==> src/rtl/bsf_pkg.sv <==
package bsf_pkg;
  typedef enum logic [1:0] {
    VD_ABORT   = 2'd0,
    VD_RAZWI   = 2'd1,
    VD_PASS_S  = 2'd2,
    VD_PASS_NS = 2'd3
  } verdict_e;

  typedef enum logic [1:0] {
    ST_IDLE  = 2'd0,
    ST_ISSUE = 2'd1,
    ST_WAIT  = 2'd2,
    ST_RESP  = 2'd3
  } state_e;
endpackage

==> src/rtl/bsf_decide.sv <==
module bsf_decide
  import bsf_pkg::*;
(
  input  logic     exempt,
  input  logic     ns_region,
  input  logic     master_ns,
  input  logic     abort_mode,
  output verdict_e verdict
);
  always_comb begin
    if (exempt)          verdict = master_ns ? VD_PASS_NS : VD_PASS_S;
    else if (ns_region)  verdict = VD_PASS_NS;
    else if (!master_ns) verdict = VD_PASS_S;
    else                 verdict = abort_mode ? VD_ABORT : VD_RAZWI;
  end
endmodule

==> src/rtl/bsf_irq.sv <==
module bsf_irq (
  input  logic clk,
  input  logic rst_n,
  input  logic set_evt,
  input  logic clr_lvl,
  output logic irq
);
  logic stat_q;

  always_ff @(posedge clk or negedge rst_n) begin
    if (!rst_n)       stat_q <= 1'b0;
    else if (clr_lvl) stat_q <= 1'b0;
    else if (set_evt) stat_q <= 1'b1;
  end

  // clear acts in the same cycle on the output
  assign irq = stat_q & ~clr_lvl;
endmodule

==> src/rtl/bus_sec_filter.sv <==
module bus_sec_filter
  import bsf_pkg::*;
#(
  parameter int ADDR_W = 32,
  parameter int DATA_W = 64
) (
  input  logic              clk,
  input  logic              rst_n,
  input  logic              cfg_master_ns,
  input  logic              cfg_abort_mode,
  input  logic              irq_clr,
  output logic              irq,
  input  logic              up_req_valid,
  output logic              up_req_ready,
  input  logic [ADDR_W-1:0] up_req_addr,
  input  logic              up_req_write,
  input  logic [1:0]        up_req_size,
  input  logic [DATA_W-1:0] up_req_wdata,
  output logic              up_rsp_valid,
  input  logic              up_rsp_ready,
  output logic [DATA_W-1:0] up_rsp_rdata,
  output logic              up_rsp_err,
  output logic [ADDR_W-1:0] lk_addr,
  input  logic              lk_exempt,
  input  logic              lk_ns,
  input  logic              lk_nsc,
  output logic              dn_req_valid,
  input  logic              dn_req_ready,
  output logic [ADDR_W-1:0] dn_req_addr,
  output logic              dn_req_write,
  output logic [1:0]        dn_req_size,
  output logic [DATA_W-1:0] dn_req_wdata,
  output logic              dn_req_secure,
  input  logic              dn_rsp_valid,
  input  logic [DATA_W-1:0] dn_rsp_rdata,
  input  logic              dn_rsp_err
);
  localparam int BYTES = DATA_W / 8;

  state_e            state_q;
  verdict_e          verdict;
  logic              accept;
  logic              blocked;
  logic [ADDR_W-1:0] addr_q;
  logic              write_q;
  logic [1:0]        size_q;
  logic [DATA_W-1:0] wdata_q;
  logic              sec_q;
  logic [DATA_W-1:0] rdata_q;
  logic              err_q;
  logic              unused_nsc;

  // the callable attribute plays no part in the verdict
  assign unused_nsc = lk_nsc;

  initial begin
    if (BYTES != 8 && BYTES != 4) $error("DATA_W must be 32 or 64");
  end

  assign lk_addr = up_req_addr;

  bsf_decide u_decide (
    .exempt     (lk_exempt),
    .ns_region  (lk_ns),
    .master_ns  (cfg_master_ns),
    .abort_mode (cfg_abort_mode),
    .verdict    (verdict)
  );

  assign up_req_ready = (state_q == ST_IDLE);
  assign accept       = up_req_valid && up_req_ready;
  assign blocked      = (verdict == VD_ABORT) || (verdict == VD_RAZWI);

  bsf_irq u_irq (
    .clk     (clk),
    .rst_n   (rst_n),
    .set_evt (accept && (verdict == VD_ABORT)),
    .clr_lvl (irq_clr),
    .irq     (irq)
  );

  always_ff @(posedge clk or negedge rst_n) begin
    if (!rst_n) begin
      state_q <= ST_IDLE;
      addr_q  <= '0;
      write_q <= 1'b0;
      size_q  <= '0;
      wdata_q <= '0;
      sec_q   <= 1'b0;
      rdata_q <= '0;
      err_q   <= 1'b0;
    end else begin
      unique case (state_q)
        ST_IDLE: if (accept) begin
          addr_q  <= up_req_addr;
          write_q <= up_req_write;
          size_q  <= up_req_size;
          wdata_q <= up_req_wdata;
          sec_q   <= (verdict == VD_PASS_S);
          if (blocked) begin
            rdata_q <= '0;
            err_q   <= (verdict == VD_ABORT);
            state_q <= ST_RESP;
          end else begin
            state_q <= ST_ISSUE;
          end
        end
        ST_ISSUE: if (dn_req_ready) state_q <= ST_WAIT;
        ST_WAIT: if (dn_rsp_valid) begin
          rdata_q <= dn_rsp_rdata;
          err_q   <= dn_rsp_err;
          state_q <= ST_RESP;
        end
        ST_RESP: if (up_rsp_ready) state_q <= ST_IDLE;
        default: state_q <= ST_IDLE;
      endcase
    end
  end

  assign dn_req_valid  = (state_q == ST_ISSUE);
  assign dn_req_addr   = addr_q;
  assign dn_req_write  = write_q;
  assign dn_req_size   = size_q;
  assign dn_req_wdata  = wdata_q;
  assign dn_req_secure = sec_q;

  assign up_rsp_valid = (state_q == ST_RESP);
  assign up_rsp_rdata = rdata_q;
  assign up_rsp_err   = err_q;
endmodule

==> config.mk <==
export PLATFORM = sky130hd
export DESIGN_NAME = bus_sec_filter
export DESIGN_NICKNAME = d
export VERILOG_FILES = /design/src/rtl/bsf_pkg.sv /design/src/rtl/bsf_decide.sv /design/src/rtl/bsf_irq.sv /design/src/rtl/bus_sec_filter.sv
export SDC_FILE = /design/constraint.sdc
export NUM_CORES = 1
export LEC_CHECK = 0
export BUFFER_PORTS_ARGS = -buffer_cell sky130_fd_sc_hd__buf_2
export CORE_AREA = 2 2 145 147
export DETAILED_ROUTE_END_ITERATION = 10
export DIE_AREA = 0 0 147 149
export GPL_ROUTABILITY_DRIVEN = 0
export PLACE_DENSITY = 0.69
export SYNTH_ARGS = -nofsm -noshare
export SYNTH_HDL_FRONTEND = slang
export SYNTH_SLANG_ARGS = --single-unit
==> constraint.sdc <==
create_clock -name clk -period 2.5 [get_ports clk]
set_input_delay 0.125 -clock clk [delete_from_list [all_inputs] [get_ports clk]]
set_output_delay 0.125 -clock clk [all_outputs]
set_load 0.01 [all_outputs]
* Word level (Yosys, flattened, before mapping)
Index checks and enable logic that the tools add are counted.
** Operators by class
- Bitwise logic cells :: 2
- Reductions and logical operators :: 10
- Equality and inequality tests :: 10
- Mux-type cells :: 21
** Operators with widths (count)
- 64-bit two-way mux :: 3
- 64-bit one-hot mux with 2 select lines :: 1
- 2-bit two-way mux :: 8
- 2-bit by 1-bit != test with 1-bit output (second input constant) :: 4
- 2-bit one-hot mux with 4 select lines :: 1
- 4-bit AND reduction :: 2
- 1-bit two-way mux :: 7
- 2-bit == test (second input constant) :: 3
- 2-bit by 1-bit == test with 1-bit output (second input constant) :: 2
- 2-bit logical NOT :: 2
- 2-bit nonzero test :: 2
- 1-bit logical AND :: 2
- 2-bit != test (second input constant) :: 1
- 1-bit one-hot mux with 2 select lines :: 1
- 2-bit AND reduction :: 1
- 1-bit AND :: 1
- 1-bit logical OR :: 1
- 1-bit NOT :: 1
** Storage, ports and cells
- Flip-flop bits (word level) :: 168

* Depth between registers and ports, before layout
Gate-level depths: netlist of run 1.
- Depth after elaboration :: 9
- Gate-level depth with buffers :: 8

* Modules after synthesis
Synthesis of run 1 repeated with hierarchy kept, for this count alone.
** Second synthesis, totals
- Cells, all modules :: 551
- Area, all modules :: 7121.8 um^2
** By module, submodules not included
- bus_sec_filter :: area an instance 7054.3 um^2, times used 1, seq. area each 4179.0 um^2, cells an instance 543
- bsf_irq :: area an instance 41.3 um^2, times used 1, seq. area each 25.0 um^2, cells an instance 3
- bsf_decide :: area an instance 26.3 um^2, times used 1, seq. area each 0.0 um^2, cells an instance 5

* Worst setup path after synthesis of run 1
OpenSTA, ideal clock, no wires.
- Kind :: reg2reg
- Start point :: register state_q[0]
- End point :: register err_q, in the netlist up_rsp_err
- Data arrival time :: 1.819 ns
- Library setup time :: 0.128 ns
- Stages on the path, launching flop included :: 7
- Data required time :: 2.372 ns
- Slack :: 0.553 ns
- Cell sequence :: dfrtp_1 -> inv_1 -> ha_1 -> nor2_1 -> a2111oi_4 -> buf_6 -> mux2_1
** Between the ends
- Longest elaborated chain between the ends :: 4
** RTL lines
- from (decl) :: line bus_sec_filter.sv:40 : state_e state_q;
- from (signal assigned) :: line bus_sec_filter.sv:84 : state_q <= ST_IDLE;
- from (signal assigned) :: line bus_sec_filter.sv:103 : state_q <= ST_RESP;
- from (signal assigned) :: line bus_sec_filter.sv:105 : state_q <= ST_ISSUE;
- 2-bit logical NOT (*) :: line bus_sec_filter.sv:70 : assign up_req_ready = (state_q == ST_IDLE);
- named net up_req_ready :: line bus_sec_filter.sv:14 : output logic up_req_ready,
- 1-bit logical AND :: line bus_sec_filter.sv:71 : assign accept = up_req_valid && up_req_ready;
- 2-bit by 1-bit != test with 1-bit output (no source line)
- 4-bit AND reduction (no source line)
- to (signal assigned) :: line bus_sec_filter.sv:102 : err_q <= (verdict == VD_ABORT);
- to (signal assigned) :: line bus_sec_filter.sv:111 : err_q <= dn_rsp_err;
- to (decl) :: line bus_sec_filter.sv:50 : logic err_q;
Mark *: on every way through the listed nets, which the timed path passes. The rest lies on a longest branch.
A chain may end at the register's enable or synchronous reset.

* Final worst setup path of run 1
- Start point :: register state_q[1]
- End point :: register rdata_q[51], in the netlist up_rsp_rdata[51]
** Between the ends
- Longest elaborated chain between the ends :: 4
** RTL lines
- 2-bit logical NOT :: line bus_sec_filter.sv:70, bus_sec_filter.sv:93
- 1-bit logical AND :: line bus_sec_filter.sv:71
- 2-bit by 1-bit != test with 1-bit output (no source line)
- 4-bit AND reduction (no source line)
- to (signal assigned) :: line bus_sec_filter.sv:110 : rdata_q <= dn_rsp_rdata;
- to (decl) :: line bus_sec_filter.sv:49 : logic [DATA_W-1:0] rdata_q;
Several ways; a longest one is shown, not always the timed one.

==> results of run 1 <==
## timing repair
| action | 4_1_cts | 5_1_grt |
|---|---|---|
| hold buffers | 166 | 0 |
| endpoints found under the setup margin | 0 | 0 |
| gates resized for setup | 0 | 0 |
| endpoints found under the hold margin | 333 | 0 |
## final cells by class
| class | count | area, sq um |
|---|---|---|
| flip-flops and latches | 168 | 4200 |
| repair buffers | 550 | 3670 |
| well taps | 275 | 344 |
| clock buffers | 19 | 433 |
| fillers | 1668 | 9290 |
| clock inverters | 13 | 114 |
| multi-input cells | 254 | 2240 |
| inverters | 68 | 255 |
## per-stage QoR
stage                     power (mW)  hold slack (ns)  worst slack (ns)  instance area, sq um
final                           12.7           0.0430             0.277                 11300
after global routing            13.5           0.0259             0.133                 11300
after CTS                       12.8           0.0166             0.247                 11300
after detailed placement        10.1          -0.0994             0.251                  9060
after global placement          9.92          -0.0989             0.340                  9060
after floorplan                 8.00           -0.171             0.553                  7130
## cell usage after synthesis
library cell / n / area, sq um
a2111oi_1: 1 / 10.0
a2111oi_4: 1 / 27.5
a41oi_1: 1 / 8.76
buf_1: 1 / 3.75
buf_12: 5 / 100
buf_2: 2 / 10.0
buf_4: 33 / 248
buf_6: 1 / 11.3
clkbuf_1: 16 / 60.1
dfrtp_1: 168 / 4200
ha_1: 5 / 62.6
inv_1: 68 / 255
mux2_1: 100 / 1130
mux2i_1: 67 / 671
nand2_1: 67 / 251
nor2_1: 3 / 11.3
nor2b_1: 5 / 31.3
nor3b_1: 1 / 7.51
o31ai_1: 2 / 15.0
or3b_4: 1 / 11.3
## per-layer routing
metal / part of all wire / global-route usage / wire length [um] / vias up
li1: - / - / - / 2759
met1: 0.39 / 0.209 / 8170 / 2879
met2: 0.51 / 0.335 / 10700 / 232
met3: 0.058 / 0.0489 / 1220 / 61
met4: 0.035 / 0.0832 / 735 / 0
met5: 0 / 0 / 0 / -
## kinds of logic (layout without fill, tap and decap cells)
family / count (synthesis) / in the layout / synth area share
mux: 167 / 167 / 0.252
fa+ha+maj: 5 / 5 / 0.00878
simple gates: 77 / 77 / 0.0439
flops: 168 / 168 / 0.590
compound gates: 5 / 5 / 0.00860
buf+inv: 126 / 650 / 0.0966
## sequential cells by signal, summed over array words and instances (netlist names)
register	flops
dn_req_wdata	64
u_irq.stat_q	1
dn_req_secure	1
dn_req_size	2
up_rsp_rdata	64
dn_req_addr	32
up_rsp_err	1
dn_req_write	1
state_q	2
## report_power, final
part / total (mW) / leakage [nW] / switching, mW / internal, mW
Combinational: 5.52 / 3.29 / 2.93 / 2.59
Sequential: 4.74 / 2.10 / 0.688 / 4.05
Clock: 2.47 / 0.260 / 1.17 / 1.31
## worst paths after layout
path | to | slack (ns) | depth (start not counted)
worst max-delay path | up_rsp_rdata[51] | 0.28 | 7
max in group asynchronous | dn_req_wdata[33] | 1.28 | 3
min in group clk | up_rsp_err | 0.05 | 4
worst max register to register | up_rsp_rdata[51] | 0.28 | 7
worst min register to register | dn_req_addr[12] | 0.48 | 1
worst min-delay path | dn_req_wdata[30] | 0.04 | 2
==> results.json, run 1 <==
{
  "worst_pin_slew_ns": 1.03,
  "grt_pass1_wl_um": 32300,
  "routed_wl_um": 20800,
  "fin_setup_tns_ns": 0,
  "ys_types": 20,
  "layout_common_cells": "buf_2, dfrtp_1, dlygate4sd3_1",
  "final_common_cell": "buf_2",
  "die_w_um": 147,
  "dieArea_sq_um": 21900,
  "status": "complete, no violations",
  "nNetsFinal": 1240,
  "timing.critical_path.buf_inv": 3,
  "timing.rr.start": "state_q[1]",
  "final.setup_skew_ns": 0.0108,
  "crit_arrival_ns": 2.55,
  "ioPinCount": 377,
  "hold_viol": 0,
  "crit_path_start": "state_q[1]",
  "yosys_warnings": 0,
  "drt-vias-per-instance": 4.40,
  "synth_seq_cells": 168,
  "crit_path_max_fanout": 24,
  "stdcell_count": 1347,
  "finalSetupViolations": 0,
  "hold_class": "in2async",
  "dp_hpwl_um": 13200,
  "max-slew-margin-rel": 0.310,
  "rsz0062_at_grt": "no",
  "cts_max_level": 4,
  "synthesis.area_sq_um": 7130,
  "endpoint_kind": "flop",
  "slowest_stage": "a2111oi_4",
  "drc": 0,
  "crit_type": "reg2reg",
  "dieHeight_um": 149,
  "fmax_mhz": 450,
  "grt_pass1_vias": 6272,
  "crit_required_ns": 2.83,
  "cts_sinks": 168,
  "layout-drive-gt1-share": 0.390,
  "finish.utilization": 0.548,
  "wl_per_cell_um": 15.5,
  "ir_drop_mv": 0.585,
  "drtIter0Drc": 205,
  "cts-root-buf": "clkbuf_16",
  "start_kind": "flop",
  "crit_path_cell_trace": "inv_1 > ha_1 > nor2_1 > a2111oi_4 > buf_12 > buf_12 > mux2i_1",
  "n_antenna_cell": 0,
  "grt.overflow.total": 0,
  "start_util": 0.347,
  "cts_tree": "yes",
  "grt_max_degree": 168,
  "cts_setup_buffers": 0,
  "placed_cells": 1149,
  "numCtsBuffers": 17,
  "design.core.area_sq_um": 20600,
  "post-route-period-util": 0.889,
  "cts_buffer_depth": 2,
  "antenna_found_initial": 0,
  "fin_crit_ns": 2.22,
  "synth_nets": 729,
  "seq_area_frac_synth": 0.590,
  "crit_top_cell": "buf_12",
  "io_buffer_count": 375,
  "insertion_delay_ns": 0.42,
  "drtAntennaViolNets": 0,
  "synth_cells": 548,
  "syn_to_final_growth_pct": 58.1,
  "finalMaxSlewViolations": 0,
  "p_per_area_nw_per_um2": 1130,
  "leakagePower_nw": 5.65,
  "critical-path-top-delay-family": "buffers and inverters",
  "rows": 53,
  "first_pass_iters": 4,
  "path_clk_slew_ns": 0.07,
  "route.vias.total": 5931,
  "cap_violations": 0,
  "critPathMaxStageDelay_ns": 0.42,
  "syn_area_per_cell_sq_um": 13.0,
  "grt_usage": 0.187
}
Power figures use the tool's default switching activity.
==> inputs of run 2 (changes only) <==
- CELL_PAD_IN_SITES_DETAIL_PLACEMENT: not set -> 0
- CELL_PAD_IN_SITES_GLOBAL_PLACEMENT: not set -> 1
- CORE_AREA: 2 2 145 147 -> not set
- CORE_MARGIN: not set -> 2
- CORE_UTILIZATION: not set -> 34
- DIE_AREA: 0 0 147 149 -> not set
- PLACE_DENSITY: 0.69 -> 0.84
==> run 2 against run 1 <==
  * Power up 1.7%
  * Non-clock buffer count increased by 2
  * Sequential power fell by 1%
  * Combinational power is 0.9% higher
  * Register-to-register slack improved by 0.04 ns
  * Critical path depth unchanged
  * Fmax up 2.0%
  * Sequential cell count is the same
  * Utilization up 0.73 points
  * Largest cell class unchanged
  * Largest power group unchanged
  * Count of clock-buffer cells in the layout fell by 2
==> results.json, run 2 (synthesis results as in run 1) <==
{
  "fin_crit_ns": 2.18,
  "worst_pin_slew_ns": 0.706,
  "nNetsFinal": 1242,
  "stdcell_count": 1344,
  "insertion_delay_ns": 0.43,
  "wl_per_cell_um": 15.3,
  "final.setup_skew_ns": 0.0115,
  "dp_hpwl_um": 13700,
  "drtAntennaViolNets": 0,
  "holdCritStartpoint": "cfg_abort_mode",
  "path_clk_slew_ns": 0.07,
  "rows": 52,
  "antenna_found_initial": 1,
  "crit_path_max_fanout": 12,
  "p_total_mw": 12.9,
  "grt_max_degree": 73,
  "io_buffer_count": 375,
  "cts_max_level": 4,
  "route.vias.total": 5859,
  "grt_usage": 0.186,
  "max-slew-margin-rel": 0.528,
  "cts_sinks": 168,
  "grt.overflow.total": 0,
  "layout_common_cells": "buf_2, dfrtp_1, dlygate4sd3_1",
  "fin_setup_tns_ns": 0,
  "grt_pass1_vias": 6270,
  "n_antenna_cell": 0,
  "ir_drop_mv": 0.769,
  "rsz0062_at_grt": "no",
  "dieHeight_um": 149,
  "syn_to_final_growth_pct": 59.3,
  "post-route-period-util": 0.872,
  "crit_path_start": "state_q[1]",
  "cts_tree": "yes",
  "start_util": 0.349,
  "drt-vias-per-instance": 4.36,
  "cap_violations": 0,
  "leakagePower_nw": 5.70,
  "dieArea_sq_um": 22100,
  "hold_class": "in2reg",
  "finish.utilization": 0.555,
  "routed_wl_um": 20600,
  "hold_viol": 0,
  "cts_buffer_depth": 2,
  "grt_pass1_wl_um": 32000,
  "finalMaxSlewViolations": 0,
  "finalSetupViolations": 0,
  "drc": 0,
  "crit_arrival_ns": 2.52,
  "numCtsBuffers": 17,
  "ioPinCount": 377,
  "crit_required_ns": 2.84,
  "cts-root-buf": "clkbuf_16",
  "start_kind": "flop",
  "p_per_area_nw_per_um2": 1140,
  "die_w_um": 149,
  "layout-drive-gt1-share": 0.393,
  "endpoint_kind": "flop",
  "fmax_mhz": 459,
  "fillerInstances": 1702,
  "first_pass_iters": 4,
  "status": "complete, no violations",
  "design.core.area_sq_um": 20400,
  "crit_type": "reg2reg",
  "timing.rr.start": "state_q[1]",
  "final_common_cell": "buf_2",
  "drtIter0Drc": 118,
  "placed_cells": 1146
}
## run 2: cell count changes in the layout (fill, tap and decap cells not counted), sizes merged
cell      before  now
clkinvlp       3    1
clkinv         4    6
clkbuf        19   17
buf          384  386
bufinv         0    1
inv           74   75
## run 2: path summary, 6_finish.rpt
path	to	slack, ns	cells after the start
worst max-delay path	up_rsp_rdata[58]	0.32	7
worst max register to register	up_rsp_rdata[58]	0.32	7
worst min-delay path	u_irq.stat_q	0.02	3
worst min register to register	dn_req_secure	0.47	2
min in group asynchronous	dn_req_addr[31]	0.20	2
max in group asynchronous	up_rsp_rdata[46]	1.53	3
## run 2: report_power, final
group | internal [mW] | leakage [nW] | switching (mW) | total, mW
clock | 1.44 | 0.294 | 1.25 | 2.69
sequential | 4.05 | 2.10 | 0.643 | 4.69
combinational | 2.63 | 3.31 | 2.94 | 5.57
total | 8.11 | 5.70 | 4.84 | 12.9
## run 2: per-layer routing
| layer | share of wire | GRT usage | wire length [um] | vias to the layer above |
|---|---|---|---|---|
| met1 | 0.38 | 0.206 | 7920 | 2802 |
| met5 | 0.00078 | 0 | 16 | - |
| met4 | 0.032 | 0.0895 | 654 | 2 |
| li1 | - | - | - | 2765 |
| met3 | 0.065 | 0.0440 | 1330 | 53 |
| met2 | 0.52 | 0.334 | 10700 | 237 |
## run 2: what timing repair did
| action | in CTS | in global routing |
|---|---|---|
| endpoints found under the hold margin | 207 | 0 |
| hold buffers | 166 | 0 |
| buffers inserted | 0 | 0 |
| gates resized for setup | 0 | 0 |
## run 2: worst max-delay path: stages, from the launching register on
cell,delay (ns)
dfrtp_1,0.41
inv_1,0.13
ha_1,0.36
nor2_1,0.12
a2111oi_4,0.38
buf_12,0.20
buf_4,0.25
mux2i_1,0.24
## run 2: final cells by class
| class | count | area, sq um | area share |
|---|---|---|---|
| well taps | 270 | 338 | 0.0298 |
| clock buffers | 17 | 425 | 0.0375 |
| clock inverters | 15 | 180 | 0.0159 |
| repair buffers | 552 | 3700 | 0.326 |
| flip-flops and latches | 168 | 4200 | 0.370 |
| inverters | 68 | 255 | 0.0225 |
| multi-input cells | 254 | 2240 | 0.198 |
## run 2: metrics by stage
stage	hold slack [ns]	setup slack [ns]	instance area [sq um]
after floorplan	-0.171	0.553	7130
after global placement	0.0773	0.393	9080
after detailed placement	0.0799	0.335	9080
after CTS	0.00597	0.326	11300
after global routing	0.0284	0.141	11300
final	0.0209	0.321	11300
==> inputs of run 3 (changes only) <==
- CORE_ASPECT_RATIO: not set -> 0.5
==> run 3 against run 2 <==
  * Cell count grew 0.30%
  * Wire length up 3.3%
  * Setup slack lost 0.083 ns
  * Clock power up 2%
  * Non-clock buffer count rose by 1
  * Sequential cell count unchanged
  * Register-to-register slack worse by 0.08 ns
  * Worst hold slack improved by 0.0054 ns
  * Largest power group unchanged
  * Highest routed layer unchanged
==> results.json, run 3 (synthesis results as in run 1) <==
{
  "status": "complete, no violations",
  "crit_path_cell_trace": "inv_1 > ha_1 > nor2_1 > a2111oi_4 > buf_4 > mux2i_1",
  "cts_sinks": 168,
  "die_w_um": 209,
  "hold_ws_ns": 0.0263,
  "cts_max_level": 4,
  "design.core.area_sq_um": 20600,
  "dp_hpwl_um": 14200,
  "fmax_mhz": 442,
  "fin_setup_tns_ns": 0,
  "wl_per_cell_um": 15.8,
  "fin_crit_ns": 2.26,
  "multi_input_area_sq_um": 2240,
  "crit_type": "reg2reg",
  "leakagePower_nw": 5.70,
  "routed_wl_um": 21200,
  "syn_to_final_growth_pct": 59.5,
  "grt_pass1_wl_um": 33800,
  "grt.overflow.total": 0,
  "start_kind": "flop",
  "crit_arrival_ns": 2.59,
  "rsz0062_at_grt": "no",
  "cts-root-buf": "clkbuf_16",
  "finalMaxSlewViolations": 0,
  "cts_resized": 0,
  "insertion_delay_ns": 0.43,
  "grt_max_degree": 66,
  "path_clk_slew_ns": 0.07,
  "dieHeight_um": 106,
  "hold_class": "in2reg",
  "slowest_stage": "buf_4",
  "drc": 0,
  "layout-drive-gt1-share": 0.393,
  "regArea_sq_um": 4200,
  "cts_setup_buffers": 0,
  "nNetsFinal": 1243,
  "finalSetupViolations": 0,
  "hold_viol": 0,
  "drt-vias-per-instance": 4.37,
  "ioPinCount": 377,
  "cts_buffer_depth": 2,
  "fin_ws_ns": 0.238,
  "rows": 37,
  "final.setup_skew_ns": 0.00722,
  "endpoint_kind": "flop",
  "drtIter0Drc": 192,
  "preCtsSetupSlack_ns": 0.275,
  "critPathMaxStageDelay_ns": 0.43,
  "p_total_mw": 13.1,
  "fillerInstances": 1736,
  "final_cell_area_sq_um": 11400,
  "placed_area_sq_um": 9080,
  "crit_path_max_fanout": 22,
  "numCtsBuffers": 17,
  "stdcell_count": 1348,
  "worst_pin_slew_ns": 0.681,
  "ir_drop_mv": 0.457,
  "p_per_area_nw_per_um2": 1150,
  "n_antenna_cell": 0,
  "layout_common_cells": "buf_2, dfrtp_1, dlygate4sd3_1",
  "grt_usage": 0.195,
  "antenna_found_initial": 1,
  "post-route-period-util": 0.905,
  "first_pass_iters": 4,
  "cts_tree": "yes",
  "finish.utilization": 0.553,
  "start_util": 0.347,
  "cts_hold_buffers": 167,
  "io_buffer_count": 375,
  "cap_violations": 0,
  "route.vias.total": 5888,
  "crit_required_ns": 2.83,
  "drtAntennaViolNets": 0,
  "max-slew-margin-rel": 0.545,
  "final_common_cell": "buf_2",
  "timing.critical_path.buf_inv": 2,
  "placed_cells": 1149,
  "grt_pass1_vias": 6459,
  "critical-path-top-delay-family": "buffers and inverters",
  "dieArea_sq_um": 22200
}
[run 3: area by class of cell]
type / count / share of cell area
clock buffer: 17 / 0.0374
clock inverter: 15 / 0.0160
inverter: 68 / 0.0225
multi-input combinational: 254 / 0.197
sequential: 168 / 0.370
tap: 273 / 0.0301
timing repair buffer: 553 / 0.327
[run 3: worst register-to-register path: cells and delay by family, from the launching register on]
family / cells / cell delay (ns)
multiplexers: 1 / 0.29
AND/OR/NAND/NOR: 1 / 0.12
AO/OA/AOI/OAI: 1 / 0.42
buffers and inverters: 2 / 0.58
adder cells (fa/ha/maj): 1 / 0.36
flip-flops: 1 / 0.41
[run 3: per-layer routing]
metal / GRT usage / vias up / share of wire
li1: - / 2770 / -
met3: 0.0396 / 41 / 0.032
met4: 0.0709 / 2 / 0.021
met2: 0.380 / 138 / 0.56
met5: 0 / - / 0.00061
met1: 0.210 / 2937 / 0.39
[run 3: path summary, 6_finish.rpt]
path,from,end,slack [ns],cells past startpoint
worst max-delay path,state_q[0],up_rsp_rdata[11],0.24,6
worst min-delay path,dn_rsp_err,up_rsp_err,0.03,4
worst max register to register,state_q[0],up_rsp_rdata[11],0.24,6
worst min register to register,dn_req_wdata[61],dn_req_wdata[61],0.49,1
max in group asynchronous,rst_n,dn_req_addr[18],1.47,3
min in group asynchronous,rst_n,dn_req_wdata[12],0.25,2
[run 3: where the power goes]
part	internal [mW]	switching [mW]	total (mW)
clock	1.52	1.22	2.74
sequential	4.05	0.683	4.73
combinational	2.63	2.98	5.61
